[src/rtl/csc_pkg.sv]
`timescale 1ns/1ps
package csc_pkg;

    typedef enum logic [2:0] {
        CK_BIT_SET   = 3'd0,
        CK_BIT_CLR   = 3'd1,
        CK_EQUAL     = 3'd2,
        CK_NOT_EQUAL = 3'd3,
        CK_UGT       = 3'd4,
        CK_SGT       = 3'd5,
        CK_ULT       = 3'd6,
        CK_SLT       = 3'd7
    } cmp_kind_e;

    localparam int unsigned MODE_W = 6;

    // Operand codes that pull one extra word from the instruction stream
    function automatic logic mode_uses_word(input logic [MODE_W-1:0] code);
        logic hit;
        hit = 1'b0;
        if (code >= 6'h10 && code <= 6'h17) hit = 1'b1;
        if (code == 6'h1a)                  hit = 1'b1;
        if (code == 6'h1e || code == 6'h1f) hit = 1'b1;
        return hit;
    endfunction

endpackage

[src/rtl/csc_field_ext.sv]
`timescale 1ns/1ps
module csc_field_ext #(
    parameter int unsigned FIELD_W = 6
) (
    input  logic [FIELD_W-1:0] code_i,
    output logic               extra_o
);
    import csc_pkg::*;

    logic [MODE_W-1:0] code_wide;

    generate
        if (FIELD_W >= MODE_W) begin : g_trunc
            assign code_wide = code_i[MODE_W-1:0];
        end else begin : g_pad
            assign code_wide = {{(MODE_W-FIELD_W){1'b0}}, code_i};
        end
    endgenerate

    always_comb begin
        extra_o = mode_uses_word(code_wide);
    end
endmodule

[src/rtl/csc_len_dec.sv]
`timescale 1ns/1ps
module csc_len_dec #(
    parameter int unsigned FA_W  = 6,
    parameter int unsigned FB_W  = 5,
    parameter int unsigned LEN_W = 2
) (
    input  logic [FA_W-1:0]  fld_a_i,
    input  logic [FB_W-1:0]  fld_b_i,
    output logic [LEN_W-1:0] len_o
);
    logic ext_a;
    logic ext_b;

    csc_field_ext #(.FIELD_W(FA_W)) u_ext_a (
        .code_i  (fld_a_i),
        .extra_o (ext_a)
    );

    csc_field_ext #(.FIELD_W(FB_W)) u_ext_b (
        .code_i  (fld_b_i),
        .extra_o (ext_b)
    );

    always_comb begin
        len_o = LEN_W'(1) + LEN_W'(ext_a) + LEN_W'(ext_b);
    end
endmodule

[src/rtl/csc_cond_dec.sv]
`timescale 1ns/1ps
module csc_cond_dec #(
    parameter int unsigned OP_W       = 5,
    parameter int unsigned COND_BASE  = 16,
    parameter int unsigned COND_COUNT = 8,
    parameter int unsigned KIND_W     = 3
) (
    input  logic [OP_W-1:0]   opcode_i,
    output logic              is_cond_o,
    output logic [KIND_W-1:0] kind_o
);
    localparam int unsigned COND_LAST = COND_BASE + COND_COUNT - 1;

    logic [OP_W-1:0] offset;

    always_comb begin
        is_cond_o = (32'(opcode_i) >= COND_BASE) && (32'(opcode_i) <= COND_LAST);
        offset    = opcode_i - OP_W'(COND_BASE);
        kind_o    = is_cond_o ? offset[KIND_W-1:0] : '0;
    end
endmodule

[src/rtl/csc_cost.sv]
`timescale 1ns/1ps
module csc_cost #(
    parameter int unsigned CYC_W     = 4,
    parameter int unsigned COST_BASE = 2,
    parameter int unsigned COST_FAIL = 1,
    parameter int unsigned COST_SKIP = 1
) (
    input  logic             skipping_i,
    input  logic             is_cond_i,
    input  logic             pass_i,
    output logic [CYC_W-1:0] cyc_o,
    output logic             arm_o
);
    always_comb begin
        cyc_o = '0;
        arm_o = 1'b0;
        if (is_cond_i) begin
            if (skipping_i) begin
                cyc_o = CYC_W'(COST_SKIP);
                arm_o = 1'b1;
            end else if (pass_i) begin
                cyc_o = CYC_W'(COST_BASE);
            end else begin
                cyc_o = CYC_W'(COST_BASE + COST_FAIL);
                arm_o = 1'b1;
            end
        end
    end
endmodule

[src/rtl/cond_skip_ctrl.sv]
`timescale 1ns/1ps
module cond_skip_ctrl #(
    parameter int unsigned OP_W       = 5,
    parameter int unsigned FA_W       = 6,
    parameter int unsigned FB_W       = 5,
    parameter int unsigned LEN_W      = 2,
    parameter int unsigned CYC_W      = 4,
    parameter int unsigned COND_BASE  = 16,
    parameter int unsigned COND_COUNT = 8,
    parameter int unsigned COST_BASE  = 2,
    parameter int unsigned COST_FAIL  = 1,
    parameter int unsigned COST_SKIP  = 1,
    localparam int unsigned KIND_W    = $clog2(COND_COUNT)
) (
    input  logic              clk,
    input  logic              rst_n,
    input  logic              step_i,
    input  logic [OP_W-1:0]   opcode_i,
    input  logic [FA_W-1:0]   fld_a_i,
    input  logic [FB_W-1:0]   fld_b_i,
    input  logic              test_pass_i,
    input  logic              irq_pend_i,
    output logic [KIND_W-1:0] cmp_kind_o,
    output logic              res_valid_o,
    output logic              exec_o,
    output logic [LEN_W-1:0]  pc_adv_o,
    output logic [CYC_W-1:0]  cyc_add_o,
    output logic              irq_take_o,
    output logic              skip_o
);

    typedef struct packed {
        logic             skip;
        logic             valid;
        logic             exec;
        logic             irq;
        logic [LEN_W-1:0] adv;
        logic [CYC_W-1:0] cyc;
    } ctl_t;

    ctl_t ctl_d;
    ctl_t ctl_q;

    logic              is_cond;
    logic [KIND_W-1:0] kind;
    logic [LEN_W-1:0]  len;
    logic [CYC_W-1:0]  cost;
    logic              arm;

    csc_cond_dec #(
        .OP_W       (OP_W),
        .COND_BASE  (COND_BASE),
        .COND_COUNT (COND_COUNT),
        .KIND_W     (KIND_W)
    ) u_cond (
        .opcode_i  (opcode_i),
        .is_cond_o (is_cond),
        .kind_o    (kind)
    );

    csc_len_dec #(
        .FA_W  (FA_W),
        .FB_W  (FB_W),
        .LEN_W (LEN_W)
    ) u_len (
        .fld_a_i (fld_a_i),
        .fld_b_i (fld_b_i),
        .len_o   (len)
    );

    csc_cost #(
        .CYC_W     (CYC_W),
        .COST_BASE (COST_BASE),
        .COST_FAIL (COST_FAIL),
        .COST_SKIP (COST_SKIP)
    ) u_cost (
        .skipping_i (ctl_q.skip),
        .is_cond_i  (is_cond),
        .pass_i     (test_pass_i),
        .cyc_o      (cost),
        .arm_o      (arm)
    );

    always_comb begin
        ctl_d       = ctl_q;
        ctl_d.valid = 1'b0;
        ctl_d.exec  = 1'b0;
        ctl_d.irq   = 1'b0;
        ctl_d.adv   = '0;
        ctl_d.cyc   = '0;
        if (step_i) begin
            ctl_d.valid = 1'b1;
            ctl_d.exec  = !ctl_q.skip;
            ctl_d.adv   = len;
            ctl_d.cyc   = cost;
            ctl_d.skip  = arm;
            ctl_d.irq   = irq_pend_i && !arm;
        end
    end

    always_ff @(posedge clk or negedge rst_n) begin
        if (!rst_n) begin
            ctl_q <= '0;
        end else begin
            ctl_q <= ctl_d;
        end
    end

    assign cmp_kind_o  = kind;
    assign res_valid_o = ctl_q.valid;
    assign exec_o      = ctl_q.exec;
    assign pc_adv_o    = ctl_q.adv;
    assign cyc_add_o   = ctl_q.cyc;
    assign irq_take_o  = ctl_q.irq;
    assign skip_o      = ctl_q.skip;

endmodule

[config.mk]
export PLATFORM = sky130hd
export DESIGN_NAME = cond_skip_ctrl
export DESIGN_NICKNAME = d
export VERILOG_FILES = /design/src/rtl/csc_pkg.sv /design/src/rtl/csc_field_ext.sv /design/src/rtl/csc_len_dec.sv /design/src/rtl/csc_cond_dec.sv /design/src/rtl/csc_cost.sv /design/src/rtl/cond_skip_ctrl.sv
export SDC_FILE = /design/constraint.sdc
export NUM_CORES = 1
export LEC_CHECK = 0
export CORE_UTILIZATION = 28
export CTS_BUF_LIST = sky130_fd_sc_hd__clkbuf_4 sky130_fd_sc_hd__clkbuf_8 sky130_fd_sc_hd__clkbuf_16
export CTS_CLUSTER_DIAMETER = 80
export DETAILED_ROUTE_END_ITERATION = 16
export PLACE_DENSITY = 0.83
export SETUP_SLACK_MARGIN = 0.05
export SYNTH_ARGS = -nofsm -noshare
export SYNTH_HDL_FRONTEND = slang
export SYNTH_SLANG_ARGS = --single-unit
export TNS_END_PERCENT = 5
[constraint.sdc]
create_clock -name clk -period 1.1 [get_ports clk]
set_input_delay 0.22 -clock clk [delete_from_list [all_inputs] [get_ports clk]]
set_output_delay 0.22 -clock clk [all_outputs]
set_load 0.03 [all_outputs]
==> results.sh, run 1 <==
export IMPL_syn_cell_area_um2=367
export IMPL_hpwlAfterDp_um=718
export IMPL_grt_start_max_net_pins=9
export IMPL_groute_layer_met1_usage_pct=15.2
export IMPL_critical_path_max_stage_delay_ns=0.39
export IMPL_grt_first_pass_wirelength_mm=1.37
export IMPL_crit_path_top_delay_cell="sky130_fd_sc_hd__dfrtp_1"
export IMPL_syn_instance_count=34
export IMPL_placementRows=12
export IMPL_power_share_switching_pct=27.4
export IMPL_cts_buffers=3
export IMPL_clock_path_buffers=2
export IMPL_initial_utilization_pct=31.7
export IMPL_reg2reg_setup_slack_ns=0.15
export IMPL_cts_reportedPaths_clkPinSlew_ns=0.05
export IMPL_rsz0062_at_grt="true"
export IMPL_max_freq_mhz=969
export IMPL_grt_met3_usage_pct=6.40
export IMPL_r2r_end="cyc_add_o[0]$_DFF_PN0_"
export IMPL_tns_ns=0
export IMPL_area_growth_pct=94.2
export IMPL_drt_iter0_drc=2
export IMPL_place_port_buffers=31
export IMPL_net_switching_power_mw=0.209
export IMPL_die_height_um=38.2
export IMPL_design_power_total_mw=0.762
export IMPL_cp_data_arrival_time_ns=0.81
export IMPL_num_nets_final=94
export IMPL_worstReg2RegStart="skip_o$_DFFE_PN0P_"
export IMPL_p_int_mw=0.554
export IMPL_gr_usage_all_layers_pct=15.2
export IMPL_cts_root_buffer_type="sky130_fd_sc_hd__clkbuf_4"
export IMPL_detailroute_via_count=358
export IMPL_max_vdd_ir_drop_mv=0.506
export IMPL_final_util_pct=61.6
export IMPL_fraction_of_layout_cells_with_a_size_suffix_above_1_pct=34.3
export IMPL_power_per_cell_area_nw_per_um2=1070
export IMPL_yosysWarnings=0
export IMPL_final_min_clock_period_ns=1.03
export IMPL_drt_pass1_iter_count=2
export IMPL_num_antenna_cells=0
export IMPL_worst_setup_path_start_kind="register"
export IMPL_overflow=0
export IMPL_post_route_drc_count=0
export IMPL_coreArea_um2=1160
export IMPL_number_of_global_route_vias_before_repair=344
export IMPL_dieWidth_um=38.2
export IMPL_hold_violation_total_from_the_final_report=0
export IMPL_max_cap_violations=0
export IMPL_status="finished clean"
export IMPL_routedWlPerCell_um=10.6
export IMPL_io_pins=34
export IMPL_h_tree_depth=1
export IMPL_crit_path_start="skip_o$_DFFE_PN0P_"
export IMPL_timing_critical_path_cells="buf_4"
export IMPL_share_comb_of_total_power_pct=29.5
export IMPL_critPathKind="reg2out"
export IMPL_critical_path_max_fanout=2
export IMPL_final_fill_count=109
export IMPL_synth_cell_types=18
export IMPL_top_usage_layer="met2"
export IMPL_cts_tree="done"
export IMPL_worst_skew_pair_late_latency_ns=0.25
export IMPL_pre_cts_slack_ns=-0.264
export IMPL_final_instance_area_um2=712
export IMPL_detail_route_antenna_nets=0
export IMPL_clock_sink_count=8
export IMPL_finalMaxSlewViolations=0
export IMPL_synth_seq_cells=8
export IMPL_wl_um=888
export IMPL_seqPwrFrac_pct=42.1
export IMPL_initial_antenna_violation_count=0
export IMPL_cpLargestDelayFamily="flip-flops"
export IMPL_clkPwrFrac_pct=28.4
export IMPL_place_gp_congestion=0.658
export IMPL_seq_area_frac_synth_pct=54.6
export IMPL_final_report_setup_violation_count=0
export IMPL_route_detailed_vias_per_inst=4.26
export IMPL_hold_path_class="in2async"
export IMPL_r2r_cells=3
export IMPL_dpl_instance_area_um2=671
export IMPL_fin_crit_sh_pct=93.8
export IMPL_timing_critical_path_buf_inv=1
export IMPL_syn_area_per_cell_um2=10.8
export IMPL_die_area_um2=1460
export IMPL_final_setup_skew_ns=0.00343
export IMPL_layout_setup_ws_ns=0.0679
export IMPL_power_leakage_nw=0.385
export IMPL_end_kind="output pin"
export IMPL_required_ns=0.88
export IMPL_grt_use_met2_pct=25.0
==> Yosys cell counts, drive strengths merged <==
cell | instances | area (um2)
and3 | 1 | 6.26
ha | 1 | 12.5
inv | 2 | 7.51
o22a | 1 | 8.76
nand3 | 1 | 5.00
and2 | 4 | 25.0
dfrtp | 8 | 200
nand3b | 1 | 7.51
nor2 | 2 | 7.51
o221ai | 1 | 8.76
nand2 | 2 | 7.51
nand2b | 2 | 12.5
nor2b | 3 | 26.3
and2b | 1 | 7.51
a21oi | 1 | 5.00
buf | 2 | 15.0
conb | 1 | 3.75
==> stage by stage <==
| stage | std cells | hold slack [ns] |
|---|---|---|
| global placement | 80 | 0.507 |
| detailed placement | 80 | 0.515 |
| floorplan | 35 | -0.0756 |
| finish | 84 | 0.239 |
| global route | 84 | 0.269 |
| CTS | 83 | 0.249 |
==> timing repair <==
item | in CTS | in global routing
hold buffers | 0 | 0
endpoints found under the setup margin | 5 | 5
buffers inserted | 0 | 1
pin swaps | 4 | 5
resized for setup | 20 | 3
==> cells by family (layout without fill, tap and decap cells) <==
logic type | count (synthesis) | in the layout | synth area share, %
flops | 8 | 8 | 54.6
other cells | 1 | 2 | 1.02
compound gates | 3 | 3 | 6.14
buf+inv | 4 | 39 | 6.14
fa+ha+maj | 1 | 1 | 3.41
simple gates | 17 | 17 | 28.7
==> cells in the final DEF, fill, tap and decap left out, types with 3 or more instances in the layout <==
cell | synthesis | layout
sky130_fd_sc_hd__dfrtp_1 | 8 | 8
sky130_fd_sc_hd__clkbuf_4 | 0 | 3
sky130_fd_sc_hd__dlygate4sd2_1 | 0 | 7
sky130_fd_sc_hd__clkdlybuf4s50_1 | 0 | 9
sky130_fd_sc_hd__buf_6 | 0 | 3
sky130_fd_sc_hd__and2_4 | 0 | 3
sky130_fd_sc_hd__buf_4 | 2 | 11
==> metal layers <==
metal / share of wire (%) / wire (um)
met5: 0 / 0
met4: 0.56 / 5
met3: 13 / 116
met2: 48 / 424
met1: 39 / 342
==> sequential cells by signal, indices dropped and copies added, names as in the netlist <==
| name | flops |
|---|---|
| irq_take_o | 1 |
| pc_adv_o | 2 |
| res_valid_o | 1 |
| cyc_add_o | 2 |
| skip_o | 1 |
| exec_o | 1 |
==> power by group through the flow <==
| stage | sequential (mW) | clock (mW) | combinational (mW) |
|---|---|---|---|
| after detailed placement | 0.327 | 0 | 0.223 |
| after global placement | 0.327 | 0 | 0.218 |
| after global routing | 0.322 | 0.245 | 0.243 |
| after floorplan | 0.366 | 0 | 0.0599 |
| final | 0.321 | 0.216 | 0.225 |
| after CTS | 0.322 | 0.222 | 0.223 |
==> worst max-delay path by stage <==
stage | endpoint | depth (start not counted)
4_1_cts | cmp_kind_o[1] | 4
3_5_place_dp | cmp_kind_o[1] | 4
5_1_grt | skip_o | 1
3_3_place_gp | pc_adv_o[0]$_DFF_PN0_ | 5
2_1_floorplan | cyc_add_o[1]$_DFF_PN0_ | 2
6_report | skip_o | 1
==> layout make-up <==
cell class,count,area [um2],area share [%]
inverters,2,7.51,1.05
repair buffers,34,303,42.5
flip-flops and latches,8,200,28.1
well taps,14,17.5,2.46
multi-input cells,23,161,22.7
clock buffers,3,22.5,3.16
No activity file was read; power rests on OpenSTA's default activity.
==> run 2: changes to the inputs <==
GPL_TIMING_DRIVEN = 0   (was default)
==> results.sh, run 2 (same netlist as run 1, synthesis figures left out) <==
export IMPL_required_ns=0.88
export IMPL_die_height_um=38.2
export IMPL_final_setup_skew_ns=0.00414
export IMPL_grt_start_max_net_pins=9
export IMPL_hold_violation_total_from_the_final_report=0
export IMPL_hpwlAfterDp_um=680
export IMPL_overflow=0
export IMPL_net_switching_power_mw=0.199
export IMPL_finalMaxSlewViolations=0
export IMPL_hold_path_class="in2async"
export IMPL_cts_hold_buffers=0
export IMPL_max_cap_violations=0
export IMPL_power_per_cell_area_nw_per_um2=1040
export IMPL_share_comb_of_total_power_pct=29.4
export IMPL_worst_skew_pair_late_latency_ns=0.24
export IMPL_cts_buffers=3
export IMPL_cpLargestDelayFamily="flip-flops"
export IMPL_critPathKind="reg2out"
export IMPL_drt_pass1_iter_count=2
export IMPL_coreArea_um2=1160
export IMPL_detailroute_via_count=352
export IMPL_die_area_um2=1460
export IMPL_final_cell_count_no_fill=84
export IMPL_clock_path_buffers=2
export IMPL_cp_data_arrival_time_ns=0.87
export IMPL_initial_utilization_pct=31.7
export IMPL_power_leakage_nw=0.362
export IMPL_route_detailed_vias_per_inst=4.19
export IMPL_cts_reportedPaths_clkPinSlew_ns=0.05
export IMPL_final_report_setup_violation_count=0
export IMPL_pre_cts_slack_ns=-0.815
export IMPL_design_power_total_mw=0.752
export IMPL_final_util_pct=62.6
export IMPL_critical_path_max_stage_delay_ns=0.36
export IMPL_p_int_mw=0.552
export IMPL_final_common_cell="sky130_fd_sc_hd__clkdlybuf4s50_1"
export IMPL_number_of_global_route_vias_before_repair=353
export IMPL_status="finished clean"
export IMPL_timing_critical_path_buf_inv=1
export IMPL_power_share_switching_pct=26.5
export IMPL_r2r_cells=2
export IMPL_cp_depth=1
export IMPL_critical_path_max_fanout=1
export IMPL_max_vdd_ir_drop_mv=0.418
export IMPL_worst_setup_path_start_kind="register"
export IMPL_max_freq_mhz=915
export IMPL_worst_hold_slack_ns=0.241
export IMPL_num_nets_final=94
export IMPL_cts_root_buffer_type="sky130_fd_sc_hd__clkbuf_4"
export IMPL_place_port_buffers=31
export IMPL_timing_critical_path_cells="clkdlybuf4s15_2"
export IMPL_layout_setup_ws_ns=0.00687
export IMPL_io_pins=34
export IMPL_fraction_of_layout_cells_with_a_size_suffix_above_1_pct=34.3
export IMPL_end_kind="output pin"
export IMPL_detail_route_antenna_nets=0
export IMPL_wl_um=782
export IMPL_routedWlPerCell_um=9.31
export IMPL_fin_crit_sh_pct=99.4
export IMPL_clkPwrFrac_pct=27.9
export IMPL_crit_path_top_delay_cell="sky130_fd_sc_hd__dfrtp_1"
export IMPL_place_gp_congestion=0.575
export IMPL_dpl_cell_count=80
export IMPL_h_tree_depth=1
export IMPL_post_route_drc_count=0
export IMPL_rsz0062_at_grt="true"
export IMPL_seqPwrFrac_pct=42.8
export IMPL_clock_sink_count=8
export IMPL_dieWidth_um=38.2
export IMPL_area_growth_pct=97.3
export IMPL_num_antenna_cells=0
export IMPL_gr_usage_all_layers_pct=13.8
export IMPL_drt_iter0_drc=2
export IMPL_commonest_cells_after_routing_fill_and_taps_aside="sky130_fd_sc_hd__clkdlybuf4s50_1, sky130_fd_sc_hd__dfrtp_1, sky130_fd_sc_hd__dlygate4sd2_1"
export IMPL_grt_first_pass_wirelength_mm=1.31
export IMPL_placementRows=12
export IMPL_final_min_clock_period_ns=1.09
export IMPL_initial_antenna_violation_count=0
export IMPL_cts_tree="done"
-- run 2: cell count changes in the layout (fill, tap and decap cells not counted), sizes merged --
| cell | change |
|---|---|
| clkdlybuf4s15 | +5 |
| buf | -4 |
| dlymetal6s2s | -2 |
| clkbuf | -1 |
| clkdlybuf4s50 | +1 |
| dlygate4sd2 | +1 |
-- run 2: routing by layer --
layer	routed length, um	global-route usage (%)	vias to the layer above
li1	-	-	179
met1	282	12.5	145
met2	380	22.0	26
met3	113	8.14	2
met4	6	10.7	0
met5	0	0	-
-- run 2: timing repair --
item	in CTS	in global routing
buffers inserted	1	0
pin swaps	6	1
gates resized for setup	69	3
endpoints found under the hold margin	0	0
setup endpoints to repair	12	8
-- run 2: power groups by stage --
stage	registers (mW)	clock network, mW	logic [mW]
3_3_place_gp	0.326	0	0.228
6_report	0.322	0.209	0.221
3_5_place_dp	0.326	0	0.232
5_1_grt	0.323	0.248	0.237
2_1_floorplan	0.366	0	0.0599
4_1_cts	0.322	0.214	0.222
-- run 2: metrics by stage --
| step | setup TNS, ns | area, um2 |
|---|---|---|
| 6_report | 0 | 723 |
| 5_1_grt | -0.158 | 723 |
| 4_1_cts | -0.00959 | 726 |
| 3_5_place_dp | -3.83 | 698 |
| 3_3_place_gp | -3.66 | 698 |
| 2_1_floorplan | 0 | 370 |
-- run 2: final cells by class --
| type | count | area [um2] |
|---|---|---|
| Fill cell | 114 | 433 |
| Timing Repair Buffer | 32 | 299 |
| Sequential cell | 8 | 200 |
| Multi-Input combinational cell | 23 | 161 |
| Clock buffer | 3 | 22.5 |
| Tap cell | 14 | 17.5 |
| Buffer | 2 | 15.0 |
| Inverter | 2 | 7.51 |
-- run 2: path summary, 6_finish.rpt --
kind / start / to / slack [ns]
min in group clk: opcode_i[3] / irq_take_o$_DFF_PN0_ / 0.29
min: rst_n / res_valid_o$_DFF_PN0_ / 0.24
max: cyc_add_o[0]$_DFF_PN0_ / cyc_add_o[0] / 0.007
max reg2reg: skip_o$_DFFE_PN0P_ / cyc_add_o[1]$_DFF_PN0_ / 0.24
min reg2reg: skip_o$_DFFE_PN0P_ / skip_o$_DFFE_PN0P_ / 0.56
max in group asynchronous: rst_n / cyc_add_o[0]$_DFF_PN0_ / 0.61
-- run 2: worst register-to-register path: stages (launching register included) --
cell and delay (ns):
sky130_fd_sc_hd__dfrtp_1 0.39, sky130_fd_sc_hd__and2b_1 0.21, sky130_fd_sc_hd__and2_1 0.15
==> run 3: changes to the inputs <==
CTS_CLUSTER_DIAMETER = 40   (was 80)
==> results of run 3 <==
Same layout as run 2: the final DEF is identical, and so are final timing and power.
